[config.mk]
export PLATFORM = sky130hd
export DESIGN_NAME = cwd_capture
export DESIGN_NICKNAME = d
export VERILOG_FILES = /design/src/rtl/cwd_pkg.sv /design/src/rtl/cwd_shift_match.sv /design/src/rtl/cwd_capture_ctrl.sv /design/src/rtl/cwd_idle_gen.sv /design/src/rtl/cwd_capture.sv
export SDC_FILE = /design/constraint.sdc
export NUM_CORES = 1
export LEC_CHECK = 0
export BUFFER_PORTS_ARGS = -buffer_cell sky130_fd_sc_hd__buf_4
export CORE_AREA = 2 2 82 84
export CTS_CLUSTER_DIAMETER = 40
export DETAILED_ROUTE_END_ITERATION = 6
export DIE_AREA = 0 0 84 86
export PLACE_DENSITY = 0.83
export SYNTH_ARGS = -nofsm -noshare
export SYNTH_HDL_FRONTEND = slang
export SYNTH_SLANG_ARGS = --single-unit
[constraint.sdc]
create_clock -name clk -period 1.57 [get_ports clk]
set_input_delay 0.157 -clock clk [delete_from_list [all_inputs] [get_ports clk]]
set_output_delay 0.157 -clock clk [all_outputs]
set_load 0.01 [all_outputs]
[src/rtl/cwd_pkg.sv]
package cwd_pkg;
   typedef enum logic {
      ST_SEARCH  = 1'b0,
      ST_CAPTURE = 1'b1
   } cwd_state_e;
endpackage

[src/rtl/cwd_shift_match.sv]
// Bit history register and masked comparison against the code word.
module cwd_shift_match #(
   parameter int W    = 24,
   parameter int WMIN = 16
) (
   input  logic         clk,
   input  logic         rst,
   input  logic         bit_en,
   input  logic         din,
   input  logic         len_sel,
   input  logic [W-1:0] code_word,
   input  logic         clr,
   output logic [W-1:0] nxt_masked,
   output logic         hit
);
   logic [W-1:0] hist;
   logic [W-1:0] nxt;
   logic [W-1:0] mask;

   generate
      for (genvar i = 0; i < W; i++) begin : g_mask
         if (i < WMIN) begin : g_short
            assign mask[i] = 1'b1;
         end else begin : g_long
            assign mask[i] = len_sel;
         end
      end
   endgenerate

   assign nxt        = {hist[W-2:0], din};
   assign nxt_masked = nxt & mask;
   assign hit        = (nxt_masked == (code_word & mask));

   always_ff @(posedge clk) begin
      if (rst) begin
         hist <= '0;
      end else if (bit_en) begin
         hist <= clr ? '0 : nxt;
      end
   end
endmodule

[src/rtl/cwd_capture_ctrl.sv]
// Search/capture sequencing, receive register and status flag.
module cwd_capture_ctrl
   import cwd_pkg::*;
#(
   parameter int W     = 24,
   parameter int WMIN  = 16,
   parameter int CNT_W = 5
) (
   input  logic         clk,
   input  logic         rst,
   input  logic         bit_en,
   input  logic         bypass,
   input  logic         len_sel,
   input  logic         hit,
   input  logic [W-1:0] nxt_masked,
   input  logic         rd_strobe,
   output logic         detect,
   output logic         cap_load,
   output logic [W-1:0] rx_data,
   output logic         status
);
   localparam logic [CNT_W-1:0] LAST_SHORT = CNT_W'(WMIN - 1);
   localparam logic [CNT_W-1:0] LAST_LONG  = CNT_W'(W - 1);

   cwd_state_e       state;
   logic [CNT_W-1:0] cnt;
   logic [CNT_W-1:0] last;
   logic             live;

   assign last     = len_sel ? LAST_LONG : LAST_SHORT;
   assign live     = bit_en & ~bypass;
   assign detect   = live & (state == ST_SEARCH) & hit;
   assign cap_load = live & (state == ST_CAPTURE) & (cnt == last);

   always_ff @(posedge clk) begin
      if (rst) begin
         state <= ST_SEARCH;
         cnt   <= '0;
      end else if (bypass) begin
         state <= ST_SEARCH;
         cnt   <= '0;
      end else if (detect) begin
         state <= ST_CAPTURE;
         cnt   <= '0;
      end else if (bit_en && state == ST_CAPTURE) begin
         if (cap_load) begin
            state <= ST_SEARCH;
            cnt   <= '0;
         end else begin
            cnt <= cnt + 1'b1;
         end
      end
   end

   always_ff @(posedge clk) begin
      if (rst) begin
         rx_data <= '0;
         status  <= 1'b0;
      end else begin
         if (cap_load) begin
            rx_data <= nxt_masked;
         end
         if (cap_load) begin
            status <= 1'b1;
         end else if (rd_strobe) begin
            status <= 1'b0;
         end
      end
   end
endmodule

[src/rtl/cwd_idle_gen.sv]
// Downstream bit register with alternating idle substitution.
module cwd_idle_gen #(
   parameter int IDLE_A = 32,
   parameter int IDLE_B = 40,
   parameter int IDLE_C = 48,
   parameter int IDLE_W = 6
) (
   input  logic              clk,
   input  logic              rst,
   input  logic              bit_en,
   input  logic              din,
   input  logic              bypass,
   input  logic              detect,
   input  logic [1:0]        idle_sel,
   output logic              dout,
   output logic [IDLE_W-1:0] idle_cnt
);
   localparam logic [IDLE_W-1:0] LEN_A = IDLE_W'(IDLE_A);
   localparam logic [IDLE_W-1:0] LEN_B = IDLE_W'(IDLE_B);
   localparam logic [IDLE_W-1:0] LEN_C = IDLE_W'(IDLE_C);

   logic [IDLE_W-1:0] idle_len;
   logic              phase;

   always_comb begin
      case (idle_sel)
         2'd0:    idle_len = LEN_A;
         2'd1:    idle_len = LEN_B;
         default: idle_len = LEN_C;
      endcase
   end

   always_ff @(posedge clk) begin
      if (rst) begin
         dout     <= 1'b0;
         idle_cnt <= '0;
         phase    <= 1'b1;
      end else if (bit_en) begin
         if (bypass) begin
            dout     <= din;
            idle_cnt <= '0;
            phase    <= 1'b1;
         end else if (detect) begin
            dout     <= din;
            idle_cnt <= idle_len;
            phase    <= 1'b1;
         end else if (idle_cnt != '0) begin
            dout     <= phase;
            phase    <= ~phase;
            idle_cnt <= idle_cnt - 1'b1;
         end else begin
            dout <= din;
         end
      end
   end
endmodule

[src/rtl/cwd_capture.sv]
// Top: code-word detector with data-word capture and idle substitution.
module cwd_capture #(
   parameter int CW_MAX     = 24,
   parameter int CW_MIN     = 16,
   parameter int IDLE_A     = 32,
   parameter int IDLE_B     = 40,
   parameter int IDLE_C     = 48,
   parameter int IDLE_LIMIT = 48
) (
   input  logic              clk,
   input  logic              rst,
   input  logic              bit_en,
   input  logic              din,
   input  logic              bypass,
   input  logic              len_sel,
   input  logic [1:0]        idle_sel,
   input  logic [CW_MAX-1:0] code_word,
   input  logic              rd_strobe,
   output logic              dout,
   output logic [CW_MAX-1:0] rx_data,
   output logic              status
);
   localparam int CNT_W  = $clog2(CW_MAX);
   localparam int IDLE_W = $clog2(IDLE_LIMIT + 1);

   generate
      if (CW_MIN < 2 || CW_MIN >= CW_MAX) begin : g_bad_len
         $error("cwd_capture: CW_MIN must be at least 2 and below CW_MAX");
      end
      if (IDLE_A < CW_MAX || IDLE_B < CW_MAX || IDLE_C < CW_MAX) begin : g_bad_idle_min
         $error("cwd_capture: each idle length must cover a full data word");
      end
      if (IDLE_A > IDLE_LIMIT || IDLE_B > IDLE_LIMIT || IDLE_C > IDLE_LIMIT) begin : g_bad_idle_max
         $error("cwd_capture: idle length exceeds IDLE_LIMIT");
      end
   endgenerate

   logic [CW_MAX-1:0] nxt_masked;
   logic              hit;
   logic              detect;
   logic              cap_load;
   logic [IDLE_W-1:0] idle_cnt;

   cwd_shift_match #(.W(CW_MAX), .WMIN(CW_MIN)) u_match (
      .clk        (clk),
      .rst        (rst),
      .bit_en     (bit_en),
      .din        (din),
      .len_sel    (len_sel),
      .code_word  (code_word),
      .clr        (cap_load),
      .nxt_masked (nxt_masked),
      .hit        (hit)
   );

   cwd_capture_ctrl #(.W(CW_MAX), .WMIN(CW_MIN), .CNT_W(CNT_W)) u_ctrl (
      .clk        (clk),
      .rst        (rst),
      .bit_en     (bit_en),
      .bypass     (bypass),
      .len_sel    (len_sel),
      .hit        (hit),
      .nxt_masked (nxt_masked),
      .rd_strobe  (rd_strobe),
      .detect     (detect),
      .cap_load   (cap_load),
      .rx_data    (rx_data),
      .status     (status)
   );

   cwd_idle_gen #(
      .IDLE_A (IDLE_A),
      .IDLE_B (IDLE_B),
      .IDLE_C (IDLE_C),
      .IDLE_W (IDLE_W)
   ) u_idle (
      .clk      (clk),
      .rst      (rst),
      .bit_en   (bit_en),
      .din      (din),
      .bypass   (bypass),
      .detect   (detect),
      .idle_sel (idle_sel),
      .dout     (dout),
      .idle_cnt (idle_cnt)
   );
endmodule

* Word-level counts from Yosys, hierarchy flattened
Cells that the tools add are included.
** Operators by class
- $add $sub $neg :: 2
- Equal/unequal tests :: 3
- Mux-type cells :: 18
- Bitwise operators :: 10
- Reductions and logical operators :: 11
** Operator list (number)
- 24-bit bitwise AND :: 2
- 24-bit equality test :: 1
- 23-bit two-way mux :: 1
- 6-bit two-way mux :: 3
- 1-bit two-way mux :: 11
- 5-bit two-way mux :: 2
- 5-bit case mux with 2 select lines :: 1
- 2-bit nonzero test :: 3
- 6-bit nonzero test :: 1
- 6-bit by 1-bit subtractor with 6-bit output (second input constant) :: 1
- 5-bit by 1-bit adder with 5-bit output (second input constant) :: 1
- 1-bit bitwise AND :: 5
- 5-bit equality test :: 1
- 2-bit AND reduction :: 2
- 1-bit inverter :: 3
- 3-bit nonzero test :: 1
- 3-bit OR reduction :: 1
- 2-bit by 1-bit equality test with 1-bit output (second input constant) :: 1
- 2-bit logical NOT :: 1
- 2-bit OR reduction :: 1
- 1-bit logical AND :: 1
** Storage, ports and cells
- Register bits after elaboration :: 62
- Bits of input ports :: 33
- Output and inout bits :: 26
- Word-level logic and storage cells :: 52

* Depth between registers and ports, before layout
Gate-level depths: netlist (run 1).
- Depth after elaboration :: 7
- Gate-level depth with buffers :: 8

* Cells and area by module
Synthesis (run 1) repeated with hierarchy kept, for this count alone.
** Unflattened totals
- Cell total of the unflattened synthesis :: 363
- Area total of the unflattened synthesis :: 3311.9 sq um
** By module, submodules not included
- cwd_capture_ctrl :: times used 1, cells each 150, area an instance 1448.9 sq um, sequential area each 620.6 sq um
- cwd_shift_match :: times used 1, cells each 158, area an instance 1381.3 sq um, sequential area each 460.4 sq um
- cwd_idle_gen :: times used 1, cells each 55, area an instance 481.7 sq um, sequential area each 160.2 sq um

* Least setup slack after synthesis (run 1)
OpenSTA, ideal clock, no wires.
- Path type :: register to register
- From :: register u_match.hist[10]
- To :: register u_idle.idle_cnt[4]
- Setup time :: 0.092 ns
- Arrival time :: 1.543 ns
- Data required time :: 1.478 ns
- Path slack :: -0.065 ns
- Cell stages (with the launch flop) :: 7
- Clock period less this slack :: 1.635 ns
- Cell sequence :: dfxtp_1 > xnor2_1 > nand2_1 > or4_1 > nand4b_4 > mux2i_1 > o32ai_1
** On the way
- Cells in the longest elaborated chain, start to end :: 5
- Elaborated cells between the ends (all ways) :: 7
- Classes of those cells :: eq/ne: 1; mux: 2; bitwise: 2; reduce/logical: 2
** RTL lines
- from (decl) :: line cwd_shift_match.sv:16 : logic [W-1:0] hist;
- from (signal assigned) :: line cwd_shift_match.sv:38 : hist <= clr ? '0 : nxt;
- 24-bit bitwise AND * :: line cwd_shift_match.sv:31 : assign nxt_masked = nxt & mask;
- 24-bit equality test * :: line cwd_shift_match.sv:32 : assign hit = (nxt_masked == (code_word & mask));
- 1-bit bitwise AND * :: line cwd_capture_ctrl.sv:32 : assign detect = live & (state == ST_SEARCH) & hit;
- 3-bit nonzero test (no source line) / 6-bit two-way mux (equally long branches)
- 2-bit AND reduction (no source line) / 6-bit two-way mux (equally long branches)
- to (signal assigned) :: line cwd_idle_gen.sv:45 : idle_cnt <= idle_len;
- to (signal assigned) :: line cwd_idle_gen.sv:50 : idle_cnt <= idle_cnt - 1'b1;
- to (decl) :: line cwd_idle_gen.sv:16 : output logic [IDLE_W-1:0] idle_cnt
Every way passes the cells marked *; elsewhere a longest branch is shown, timed or not.
A chain may end at the register's enable or synchronous reset.

* Worst setup path in the final report (run 1)
- From :: register u_match.hist[2]
- To :: register u_idle.idle_cnt[4]
Same word-level chain as after synthesis.

==> Flow_metrics.wiki, run 1 <==
{| class="wikitable"
! Metric !! Value
|-
| Result of the run || complete, but fails checks
|-
| Violated checks || setup timing
|-
| Setup repair after global routing missed its margin || true
|-
| Area growth from synthesis to layout || 56.5%
|-
| Maximum clock frequency || ~0.54 GHz
|-
| Register bit count reported by yosys || between 60 and 70
|-
| Amount of wire on met2 after detailed routing || 5490 um
|-
| Required arrival time at the worst endpoint || ~1.8 ns
|-
| Clock Tree Buf Depth || 2
|-
| Netlist area before placement || 3010 um2
|-
| Clock Latency Late Sink || about 0.36 ns
|-
| Sum of met3 wire segment lengths after detailed routing || 912 um
|-
| Antenna Cells || 0
|-
| Std-Cell Rows || 29
|-
| CP endpoint kind || flop
|-
| FF-to-FF path depth || 6
|-
| Minimum period implied by the final worst setup slack || 1.84 ns
|-
| Worst slew pin tran || 0.548 ns
|-
| Count of flip-flops with a built-in enable after synthesis || 0
|-
| MaxCap Viol Count || 0
|-
| Startpoint types || flop
|-
| Worst setup slack after placement || -0.172 ns
|-
| Worst Min Path Start || rd_strobe
|-
| Number of global-route vias before repair || approximately 2.9k
|-
| Synthesis warning total || 0
|-
| Number of DRC violations after detailed routing || 0
|-
| Hold buffer count at CTS || 0
|-
| Synth unique cells || slightly above 50
|-
| Core occupancy in the finished layout || 0.751
|-
| Cell depth of the worst hold path || 3
|-
| Multiplexer fraction of the synthesized cell area || 0.00332
|-
| Via count || between 3k and 4k
|-
| Mean instance size in the synthesized netlist || between 8 and 9 um2
|-
| Final RePlAce weighted congestion || approximately 0.86
|-
| Layout net count || 517
|-
| First-pass GRT wire length || around 14,000 um
|-
| Endpoint of the worst register-to-register path || u_idle.idle_cnt[4]
|-
| # fillers || ~400
|-
| Clock skew after layout || ~0.0097 ns
|-
| Half-perimeter wire length of the detailed placement result || 5480 um
|-
| Final worst slack || -0.270 ns
|-
| Adder and majority gate portion of the synthesized area || 0.0125
|-
| Area inside the core boundary || between 6000 and 7000 um2
|-
| Fraction of synthesis flops using an asynchronous set or reset pin || 0
|-
| Total clock buffers created by CTS || 9
|-
| Worst-path maximum fanout || 4
|-
| Rel. slew slack || 0.635
|-
| Antenna violation net count after detailed routing || 0
|-
| Peak ir drop on the vdd network || 0.000989 V
|-
| Commonest non-fill, non-tap cell in the layout || sky130_fd_sc_hd__buf_4
|-
| Number of violations reported at the end of detailed-routing iteration 0 || approximately 350
|-
| Highest Signal Layer || met4
|-
| Die width || 84 um
|-
| Worst hold margin || between 0.07 and 0.08 ns
|-
| Placed standard-cell area || approximately 3800 um2
|-
| Setup slack of the most critical reg-to-reg path || -0.27 ns
|-
| Mapped Cells || between 300 and 400
|-
| Clock root buffer || sky130_fd_sc_hd__clkbuf_8
|-
| Worst Hold Class || in2reg
|-
| CTS tree || built
|-
| Die footprint || just over 7000 um2
|-
| Aggregate negative setup slack || -3.00 ns
|-
| Worst Setup Path Type || reg2reg
|-
| Synthesized-area fraction occupied by ao, oa, aoi and oai cells || 0.138
|-
| Effective utilization at floorplan || 0.480
|-
| Final setup violating endpoints || 36
|-
| Number of buffers inserted by port buffering || 58
|-
| Simple-gate share of the synthesized area || 0.311
|-
| Final Routed Wirelength || 11,400 um
|-
| Pin count of the biggest net entering global routing || 53
|-
| Pwr dens || 802 nW/um2
|-
| Main combinational cell family by area after synthesis || simple AND/OR/NAND/NOR gates
|-
| Routed vias/inst || 5.99
|-
| Worst reg2reg path startpoint || u_match.hist[2]
|-
| Synthesized-area fraction occupied by xor and xnor cells || 0.0726
|-
| Pins Over Slew Limit || 0
|-
| Endpoints failing hold || 0
|-
| H-tree depth || 3
|-
| Number of antenna violations at the first check in global routing || 0
|-
| Combined global-route utilization of all metal layers || 0.244
|-
| Sequential area share after synthesis || 0.412
|-
| Crit path arrival time || between 2 and 2.5 ns
|-
| Clock transition at the registers of the reported paths || about 0.080 ns
|-
| Detail-routed net length per standard cell || a little over 20 um
|-
| Routed length on met1 || ~4300 um
|-
| Share of the clock period used by the worst path after layout || 1.17
|-
| Design Area, Final || roughly 4700 um2
|-
| Layout cells sized above 1 || 0.461
|-
| Synth Net Count || around 390
|-
| IO Pins || slightly below 60
|-
| Predominant post-synthesis flop cell || sky130_fd_sc_hd__dfxtp_1
|-
| TritonCTS Sinks || 62
|-
| Initial DRT Pass Iterations || 5
|-
| Most used cells in the layout excluding fill and tap cells || sky130_fd_sc_hd__buf_4, sky130_fd_sc_hd__dfxtp_1, sky130_fd_sc_hd__a21oi_1, sky130_fd_sc_hd__nand2_1, sky130_fd_sc_hd__nand2b_1
|-
| Reported leakage power || around 1.9 nW
|-
| Hold-critical path endpoint || u_ctrl.status
|-
| Global route total overflow || 0
|-
| Die boundary height || 86 um
|}
[logic make-up (layout without fill, tap and decap cells)]
kind of cell,count (synthesis),in the layout
multiplexers,1,1
XOR/XNOR,25,25
buffers and inverters,27,154
flip-flops,62,62
AND/OR/NAND/NOR,167,169
adder cells (fa/ha/maj),3,3
AO/OA/AOI/OAI,72,72
[synth_stat cells, types with 2 or more instances]
cell type                   n  share of area
sky130_fd_sc_hd__xor2_1    10          0.029
sky130_fd_sc_hd__buf_6      5          0.019
sky130_fd_sc_hd__o31ai_1    3         0.0075
sky130_fd_sc_hd__nand4_1    3         0.0062
sky130_fd_sc_hd__or2b_1     2         0.0050
sky130_fd_sc_hd__nand3_1   37          0.061
sky130_fd_sc_hd__nand2b_1  26          0.054
sky130_fd_sc_hd__xnor2_1   15          0.044
sky130_fd_sc_hd__buf_1      3         0.0037
sky130_fd_sc_hd__or4_1      2         0.0050
sky130_fd_sc_hd__nor4_1     2         0.0042
sky130_fd_sc_hd__clkbuf_1   9          0.011
sky130_fd_sc_hd__dfxtp_1   62           0.41
sky130_fd_sc_hd__o21ai_0    3         0.0050
sky130_fd_sc_hd__ha_1       3          0.012
sky130_fd_sc_hd__nand4b_1   3         0.0087
sky130_fd_sc_hd__a21oi_1   55          0.091
sky130_fd_sc_hd__buf_2      3         0.0050
sky130_fd_sc_hd__or3_1      2         0.0042
sky130_fd_sc_hd__nand3b_1   2         0.0050
sky130_fd_sc_hd__nor2b_1    2         0.0042
sky130_fd_sc_hd__nor2_1    11          0.014
sky130_fd_sc_hd__inv_1      4         0.0050
sky130_fd_sc_hd__nor4_2     2         0.0083
sky130_fd_sc_hd__nand2_1   55          0.068
sky130_fd_sc_hd__buf_4      3         0.0075
sky130_fd_sc_hd__nor3_1     6          0.010
[critical path: stages (launching register included)]
cell	delay [ns]
sky130_fd_sc_hd__dfxtp_1	0.34
sky130_fd_sc_hd__xnor2_1	0.25
sky130_fd_sc_hd__nand3_1	0.16
sky130_fd_sc_hd__nor4_4	0.40
sky130_fd_sc_hd__nand4b_4	0.18
sky130_fd_sc_hd__mux2i_1	0.17
sky130_fd_sc_hd__o32ai_2	0.25
[final cells by class]
cell class	instances	area, um2	area share
multi-input combinational	270	1950	0.414
sequential	62	1260	0.267
timing repair buffer	134	1170	0.247
clock buffer	11	141	0.0300
tap	77	96.3	0.0204
clock inverter	5	82.6	0.0175
inverter	4	15.0	0.00318
[report_power, final]
part           internal, mW  leakage (nW)  total (mW)  switching [mW]
logic                 0.256          1.29       0.554           0.298
registers              1.59         0.507        1.60          0.0136
clock network         0.937         0.102        1.63           0.690
[layer usage]
layer  GRT usage  up-vias
li1            -     1493
met1       0.298     1590
met2       0.412      222
met3      0.0510       66
met4       0.117        0
met5           0        -
[per-stage QoR]
step | power, mW | cells
final | 3.78 | 563
after global routing | 3.87 | 563
after CTS | 3.69 | 548
after detailed placement | 2.05 | 524
after global placement | 2.04 | 524
after floorplan | 1.87 | 357
[worst max-delay path by stage]
stage,from,to,slack (ns),depth (start not counted)
2_1_floorplan,u_match.hist[10],u_idle.idle_cnt[4],-0.03,6
3_3_place_gp,u_match.hist[3],u_idle.idle_cnt[4],-0.08,6
3_5_place_dp,u_match.hist[7],u_ctrl.cnt[3],-0.17,6
4_1_cts,u_match.hist[10],u_idle.idle_cnt[4],-0.12,6
5_1_grt,u_match.hist[2],u_idle.idle_cnt[4],-0.34,6
6_report,u_match.hist[2],u_idle.idle_cnt[4],-0.27,6
[state kept, by name, summed over array words and instances, names as in the netlist]
signal and count:
u_ctrl.rx_data 24, u_match.hist 23, u_idle.idle_cnt 6, u_ctrl.cnt 5
u_ctrl.state 1, u_ctrl.status 1, u_idle.dout 1, u_idle.phase 1
[timing repair]
action | CTS | global route
cloned | 2 | 8
buffers inserted | 6 | 7
resized for setup | 34 | 42
setup endpoints to repair | 60 | 61
pin swaps | 18 | 21
(Power assumes the default switching activity.)
==> inputs of run 2 (changes only) <==
Settings changed: CELL_PAD_IN_SITES_DETAIL_PLACEMENT from default to 0, CELL_PAD_IN_SITES_GLOBAL_PLACEMENT from default to 1, CORE_AREA 2 2 82 84 to 2 2 94 96, DIE_AREA 0 0 84 86 to 0 0 96 98, PLACE_DENSITY 0.83 to 0.84.
==> run 2 against run 1 <==
Effect of this change:
- the flow still finishes with violations (setup timing)
- final area rose by 3.8%
- power fell by 0.90%
- setup slack improved by 0.10 ns
- critical path depth did not move
- largest cell class unchanged
- fmax rose by 6.0%
- register-to-register slack improved by 0.10 ns
- count of clock-buffer cells in the layout did not move
- wire length fell by 14%
- worst hold slack got worse by 0.0046 ns
- first-iteration DRC count fell by 65%
- via count fell by 9.5%
==> Flow_metrics.wiki, run 2 (synthesis gave the netlist of run 1 again) <==
{| class="wikitable"
! Metric !! Value
|-
| Result of the run || complete, but fails checks
|-
| Violated checks || setup timing
|-
| Area inside the core boundary || 8470 um2 (+35%)
|-
| Clock Latency Late Sink || 0.35 ns (about the same)
|-
| Critical Path Source || u_match.hist[10]
|-
| Worst reg2reg path startpoint || u_match.hist[10]
|-
| Share of the clock period used by the worst path after layout || 1.11 (-0.0661)
|-
| Clock transition at the registers of the reported paths || 0.08 ns (about the same)
|-
| Worst Setup Path Type || reg2reg
|-
| Worst hold margin || 0.0688 ns (-0.00462 ns)
|-
| Antenna violation net count after detailed routing || 0 (unchanged)
|-
| Effective utilization at floorplan || 0.356 (-0.124)
|-
| Total clock buffers created by CTS || 9 (unchanged)
|-
| Worst slew pin tran || 0.749 ns (+0.201 ns)
|-
| Pwr dens || 765 nW/um2 (-4.5%)
|-
| H-tree depth || 3 (unchanged)
|-
| Startpoint types || flop
|-
| Crit path arrival time || 1.99 ns (-0.12 ns)
|-
| Worst Setup EP || u_idle.idle_cnt[4]
|-
| Die footprint || 9410 um2 (+30%)
|-
| Final worst slack || -0.166 ns (+0.104 ns)
|-
| Number of global-route vias before repair || 2,753 (-6.6%)
|-
| Non-filler instance count after layout || 585 (+3.9%)
|-
| Rel. slew slack || 0.501 (-0.134)
|-
| Number of DRC violations after detailed routing || 0 (unchanged)
|-
| Die boundary height || 98 um (+14%)
|-
| Most used cells in the layout excluding fill and tap cells || sky130_fd_sc_hd__buf_4, sky130_fd_sc_hd__dfxtp_1, sky130_fd_sc_hd__a21oi_1
|-
| Maximum clock frequency || 0.576 GHz (+6.0%)
|-
| Clock root buffer || sky130_fd_sc_hd__clkbuf_8
|-
| CP endpoint kind || flop
|-
| Hold buffer count at CTS || 0 (unchanged)
|-
| Commonest non-fill, non-tap cell in the layout || sky130_fd_sc_hd__buf_4
|-
| Register ranked first by flip-flop count || u_ctrl.rx_data
|-
| Reported leakage power || 1.87 nW (-1.6%)
|-
| Setup slack of the most critical reg-to-reg path || -0.17 ns (+0.10 ns)
|-
| IO Pins || 59 (unchanged)
|-
| FF-to-FF path depth || 6 (unchanged)
|-
| Pin count of the biggest net entering global routing || 62 (+17%)
|-
| Endpoint of the worst register-to-register path || u_idle.idle_cnt[4]
|-
| CTS tree || built
|-
| Flip-flop count of the largest register after layout || 24 (unchanged)
|-
| Layout cells sized above 1 || 0.512 (+0.0506)
|-
| Half-perimeter wire length of the detailed placement result || 5490 um (+0.23%)
|-
| Peak ir drop on the vdd network || 0.000357 V (-64%)
|-
| Placed standard-cell area || 3870 um2 (+0.62%)
|-
| Worst-path maximum fanout || 4 (unchanged)
|-
| Clock skew after layout || 0.00683 ns (-0.00284 ns)
|-
| Minimum period implied by the final worst setup slack || 1.74 ns (-0.104 ns)
|-
| Endpoints failing hold || 0 (unchanged)
|-
| MaxCap Viol Count || 0 (unchanged)
|-
| Design Area, Final || 4900 um2 (+3.8%)
|-
| Worst Hold Class || in2reg
|-
| Number of antenna violations at the first check in global routing || 0 (unchanged)
|-
| Layout net count || 508 (-1.7%)
|-
| Via count || 3,052 (-9.5%)
|-
| First-pass GRT wire length || 13,100 um (-6.3%)
|-
| Final Routed Wirelength || 9810 um (-14%)
|-
| Die width || 96 um (+14%)
|-
| Clock Tree Buf Depth || 2 (unchanged)
|-
| Required arrival time at the worst endpoint || 1.82 ns (-0.02 ns)
|-
| Final setup violating endpoints || 58 (+61%)
|-
| Detail-routed net length per standard cell || 16.8 um (-17%)
|-
| Std-Cell Rows || 34 (+17%)
|-
| Combined global-route utilization of all metal layers || 0.179 (-0.0652)
|-
| Largest regs || u_ctrl.rx_data: 24 flops, u_match.hist: 23 flops, u_idle.idle_cnt: 6 flops
|-
| Worst Min Path Start || rd_strobe
|-
| Core occupancy in the finished layout || 0.578 (-0.173)
|-
| Routed vias/inst || 5.22 (-13%)
|-
| Antenna Cells || 0 (unchanged)
|-
| Area growth from synthesis to layout || 62.4%
|-
| Number of violations reported at the end of detailed-routing iteration 0 || 123 (-65%)
|-
| Number of buffers inserted by port buffering || 58 (unchanged)
|-
| TritonCTS Sinks || 62 (unchanged)
|-
| Number of cells after detailed placement || 553 (+5.5%)
|-
| Final RePlAce weighted congestion || 0.770 (-10%)
|-
| Global route total overflow || 0 (unchanged)
|-
| Initial DRT Pass Iterations || 4 (-1)
|-
| Setup repair after global routing missed its margin || true
|-
| Pins Over Slew Limit || 0 (unchanged)
|}
==> run 2: repair_timing <==
item	CTS	global route
gates cloned	1	9
pin swaps	2	75
setup endpoints to repair	25	57
resized for setup	8	112
setup buffers	0	6
==> run 2: critical path, stage by stage, from the launching register on <==
cell	delay [ns]
sky130_fd_sc_hd__dfxtp_2	0.36
sky130_fd_sc_hd__xnor2_2	0.12
sky130_fd_sc_hd__nand2_1	0.09
sky130_fd_sc_hd__or4_1	0.50
sky130_fd_sc_hd__nand4b_4	0.21
sky130_fd_sc_hd__mux2i_1	0.14
sky130_fd_sc_hd__o32ai_1	0.22
==> run 2: layout make-up <==
type                    count  area (um2)
inverters                   4        15.0
well taps                 108         135
clock buffers              11         151
repair buffers            126        1130
multi-input cells         269        2130
flip-flops and latches     62        1260
clock inverters             5        81.3
fillers                   687        3570
==> run 2: per-layer routing <==
layer	GRT usage	vias up	routed length, um
li1	-	1480	-
met1	0.239	1481	4290
met2	0.276	77	4860
met3	0.0340	14	496
met4	0.0813	0	166
met5	0	-	0
==> run 2: where the power goes <==
part	internal, mW	switching, mW	leakage (nW)
Clock	0.980	0.676	0.116
Sequential	1.59	0.0123	0.505
Combinational	0.232	0.259	1.25
==> run 2: worst min-delay path by stage <==
stage                              to  cells past startpoint  slack (ns)
detailed placement       u_idle.phase                      2        0.42
floorplan           u_ctrl.rx_data[0]                      2        0.29
global placement         u_idle.phase                      2        0.41
global route             u_idle.phase                      2        0.08
finish                  u_ctrl.status                      3        0.07
CTS                      u_idle.phase                      2        0.06
==> run 2: per-stage QoR <==
stage	power, mW	worst slack [ns]	setup TNS [ns]
after floorplan	1.87	-0.0337	-0.0337
final	3.75	-0.166	-2.80
after detailed placement	2.06	-0.100	-0.656
after global routing	3.87	-0.221	-6.08
after CTS	3.70	-0.129	-0.692
after global placement	2.05	-0.0679	-0.409
==> inputs of run 3 (changes only) <==
Settings changed: ABC_AREA from default to 1, CORE_AREA 2 2 94 96 to 2 2 100 102, DIE_AREA 0 0 96 98 to 0 0 102 104.
==> run 3 against run 2 <==
Effect of this change:
- the flow still finishes with violations (setup timing)
- synthesized area grew 7.6%
- utilization shrank 11 points
- first-iteration DRC count grew 15%
- setup slack gained 0.16 ns
- worst hold slack lost 0.041 ns
- sequential cell count is the same
- sequential power grew 6%
- clock skew grew 0.0032 ns
- sequential share of layout area grew 2.8 points
- synthesized cell count grew 38%
- clock power shrank 24%
- global-route usage shrank 0.52 points
==> Flow_metrics.wiki, run 3 <==
{| class="wikitable"
! Metric !! Value
|-
| Share of the clock period used by the worst path after layout || 1.01 (-0.101)
|-
| TritonCTS Sinks || 62 (unchanged)
|-
| Critical path's slowest cell || sky130_fd_sc_hd__dfxtp_2
|-
| Crit path buffers/inverters || 2 (+2)
|-
| Number of global-route vias before repair || 3,139 (+14%)
|-
| Combined global-route utilization of all metal layers || 0.173 (-0.00521)
|-
| Flip-flop count of the largest register after layout || 24 (unchanged)
|-
| Non-filler instance count after layout || 723 (+24%)
|-
| Clock transition at the registers of the reported paths || 0.07 ns (about the same)
|-
| Synth Net Count || 527 (+34%)
|-
| Die boundary height || 104 um (+6.1%)
|-
| Maximum clock frequency || 0.634 GHz (+10%)
|-
| Clock skew after layout || 0.00998 ns (+0.00315 ns)
|-
| CP endpoint kind || flop
|-
| Final setup violating endpoints || 1 (-98%)
|-
| Pins Over Slew Limit || 0 (unchanged)
|-
| Register bit count reported by yosys || 62 (unchanged)
|-
| Most used cells in the layout excluding fill and tap cells || sky130_fd_sc_hd__nand2_1, sky130_fd_sc_hd__buf_4, sky130_fd_sc_hd__inv_1
|-
| Antenna Cells || 0 (unchanged)
|-
| Routed length on met1 || 4240 um (-1.1%)
|-
| Cell with the most instances on the worst path || sky130_fd_sc_hd__nand2_1
|-
| Endpoints failing hold || 0 (unchanged)
|-
| Die width || 102 um (+6.3%)
|-
| Synthesis warning total || 0 (unchanged)
|-
| CTS tree || built
|-
| Worst slew pin tran || 0.370 ns (-0.379 ns)
|-
| Area growth from synthesis to layout || 37.7%
|-
| Layout cells sized above 1 || 0.305 (-0.206)
|-
| Area inside the core boundary || 9550 um2 (+13%)
|-
| Via count || 3,341 (+9.5%)
|-
| Worst-path maximum fanout || 7 (+3)
|-
| Count of flip-flops with a built-in enable after synthesis || 0 (unchanged)
|-
| Crit path arrival time || 1.79 ns (-0.20 ns)
|-
| Most common cell in the synthesized netlist || sky130_fd_sc_hd__nand2_1
|-
| Worst hold margin || 0.0282 ns (-0.0406 ns)
|-
| Number of DRC violations after detailed routing || 0 (unchanged)
|-
| Netlist area before placement || 3240 um2 (+7.6%)
|-
| Worst Hold Class || in2reg
|-
| # fillers || 996 (+45%)
|-
| Result of the run || complete, but fails checks
|-
| Sequential area share after synthesis || 0.383 (-0.0289)
|-
| Highest Signal Layer || met4
|-
| Setup slack of the most critical reg-to-reg path || -0.008 ns (+0.16 ns)
|-
| Initial DRT Pass Iterations || 4 (unchanged)
|-
| Slowest cell delay on critical path || 0.35 ns (-0.15 ns)
|-
| Worst setup slack after placement || -0.128 ns (-0.0281 ns)
|-
| Startpoint types || flop
|-
| Number of violations reported at the end of detailed-routing iteration 0 || 142 (+15%)
|-
| Predominant post-synthesis flop cell || sky130_fd_sc_hd__dfxtp_1
|-
| Aggregate negative setup slack || -0.00823 ns (+2.80 ns)
|-
| MaxCap Viol Count || 0 (unchanged)
|-
| Number of cells after detailed placement || 701 (+27%)
|-
| Cell type contributing the most total cell area after synthesis || sky130_fd_sc_hd__dfxtp_1
|-
| First-pass GRT wire length || 14,600 um (+11%)
|-
| Number of antenna violations at the first check in global routing || 0 (unchanged)
|-
| Global route total overflow || 0 (unchanged)
|-
| Pin count of the biggest net entering global routing || 32 (-48%)
|-
| Total clock buffers created by CTS || 9 (unchanged)
|-
| Design Area, Final || 4460 um2 (-8.8%)
|-
| Register ranked first by flip-flop count || u_ctrl.rx_data
|-
| Mean instance size in the synthesized netlist || 6.60 um2 (-22%)
|-
| Area of the multi-input gates || 1740 um2 (-18%)
|-
| Rel. slew slack || 0.753 (+0.253)
|-
| Synth unique cells || 31 (-39%)
|-
| Total power consumption of the routed design || 3.68 mW (-1.8%)
|-
| Share of the synthesized area in the top cell type || 0.383 (-0.0289)
|-
| Largest cells by area after synthesis || sky130_fd_sc_hd__dfxtp_1, sky130_fd_sc_hd__nand2_1, sky130_fd_sc_hd__inv_1, sky130_fd_sc_hd__a21oi_1, sky130_fd_sc_hd__nor2_1
|-
| Setup repair after global routing missed its margin || true
|-
| Final worst slack || -0.00823 ns (+0.158 ns)
|-
| Routed vias/inst || 4.62 (-11%)
|-
| Detail-routed net length per standard cell || 12.3 um (-27%)
|-
| H-tree depth || 3 (unchanged)
|-
| Required arrival time at the worst endpoint || 1.78 ns (-0.04 ns)
|-
| Half-perimeter wire length of the detailed placement result || 6420 um (+17%)
|-
| Die footprint || 10,600 um2 (+13%)
|-
| Peak ir drop on the vdd network || 0.000446 V (+25%)
|-
| Placed standard-cell area || 4050 um2 (+4.5%)
|-
| Layout net count || 622 (+22%)
|-
| Mapped Cells || 491 (+38%)
|-
| Worst Setup Path Type || reg2reg
|-
| Commonest non-fill, non-tap cell in the layout || sky130_fd_sc_hd__nand2_1
|-
| Amount of wire on met2 after detailed routing || 4250 um (-13%)
|-
| Hold buffer count at CTS || 0 (unchanged)
|-
| Reported leakage power || 2.14 nW (+15%)
|-
| Pwr dens || 825 nW/um2 (+7.7%)
|-
| Largest regs || u_ctrl.rx_data: 24 flops, u_match.hist: 23 flops, u_idle.idle_cnt: 6 flops
|-
| Cell family with most CP delay || simple AND/OR/NAND/NOR gates
|-
| Antenna violation net count after detailed routing || 0 (unchanged)
|-
| Effective utilization at floorplan || 0.339 (-0.0166)
|-
| Number of buffers inserted by port buffering || 58 (unchanged)
|-
| IO Pins || 59 (unchanged)
|-
| Core occupancy in the finished layout || 0.468 (-0.111)
|-
| Sum of met3 wire segment lengths after detailed routing || 344 um (-31%)
|-
| Clock Latency Late Sink || 0.34 ns (about the same)
|-
| Top cells by count, synth || sky130_fd_sc_hd__nand2_1, sky130_fd_sc_hd__inv_1, sky130_fd_sc_hd__dfxtp_1, sky130_fd_sc_hd__a21oi_1, sky130_fd_sc_hd__nor2_1
|-
| Cells along the critical path || inv_2 -> nand2_1 -> nand2_1 -> nor2_1 -> nand2_1 -> nor2_4 -> nand4_4 -> nand3_4 -> nand2_4 -> inv_2 -> nand2_1 -> nand2_1 -> nor2_1
|-
| Clock root buffer || sky130_fd_sc_hd__clkbuf_8
|-
| Final RePlAce weighted congestion || 0.815 (+5.7%)
|-
| Final Routed Wirelength || 8890 um (-9.3%)
|-
| Std-Cell Rows || 36 (+5.9%)
|-
| FF+latch area || 1270 um2 (+1.1%)
|-
| Minimum period implied by the final worst setup slack || 1.58 ns (-0.158 ns)
|-
| Violated checks || setup timing
|-
| Fraction of synthesis flops using an asynchronous set or reset pin || 0 (unchanged)
|-
| Clock Tree Buf Depth || 2 (unchanged)
|}
run 3: cell count changes after synthesis, sizes merged, moves of 4 or more:
| cell | delta |
|---|---|
| nor2 | +41 |
| nand2 | +72 |
| buf | -6 |
| inv | +67 |
| a211oi | +23 |
| nand3 | -14 |
| o21ai | +25 |
| xor2 | -7 |
| nand3b | +5 |
| xnor2 | -13 |
| nand2b | -27 |
| nand4b | -4 |
run 3: layer usage:
metal / up-vias / global-route usage
li1: 1769 / -
met1: 1516 / 0.227
met2: 52 / 0.288
met3: 4 / 0.0403
met4: 0 / 0.0400
met5: - / 0
run 3: layout make-up:
type,count,share of cell area
multi-input combinational,337,0.390
sequential,62,0.284
timing repair buffer,104,0.189
inverter,72,0.0617
tap,133,0.0373
clock buffer,14,0.0364
clock inverter,1,0.00112
run 3: worst paths after layout:
path | cells past startpoint | from | end
worst max-delay path | 13 | u_match.hist[3] | u_idle.idle_cnt[4]
worst max register to register | 13 | u_match.hist[3] | u_idle.idle_cnt[4]
worst min-delay path | 2 | bypass | u_ctrl.state
worst min register to register | 1 | u_idle.idle_cnt[0] | u_idle.idle_cnt[0]
run 3: timing repair:
action,4_1_cts,5_1_grt
pin swaps,4,25
setup endpoints to repair,20,51
setup buffers,2,4
cloned,1,0
gates resized for setup,12,59
run 3: power by group:
part / total, mW / switching [mW] / internal (mW)
logic: 0.723 / 0.411 / 0.313
clock network: 1.26 / 0.611 / 0.651
registers: 1.70 / 0.0541 / 1.64
run 3: cell families (layout without fill, tap and decap cells):
| kind of cell | Yosys count | in the layout | share of synthesized area |
|---|---|---|---|
| xor+xnor | 5 | 5 | 0.0135 |
| fa+ha+maj | 3 | 3 | 0.0116 |
| flops | 62 | 62 | 0.383 |
| simple gates | 223 | 223 | 0.294 |
| compound gates | 106 | 106 | 0.183 |
| buf+inv | 92 | 191 | 0.115 |
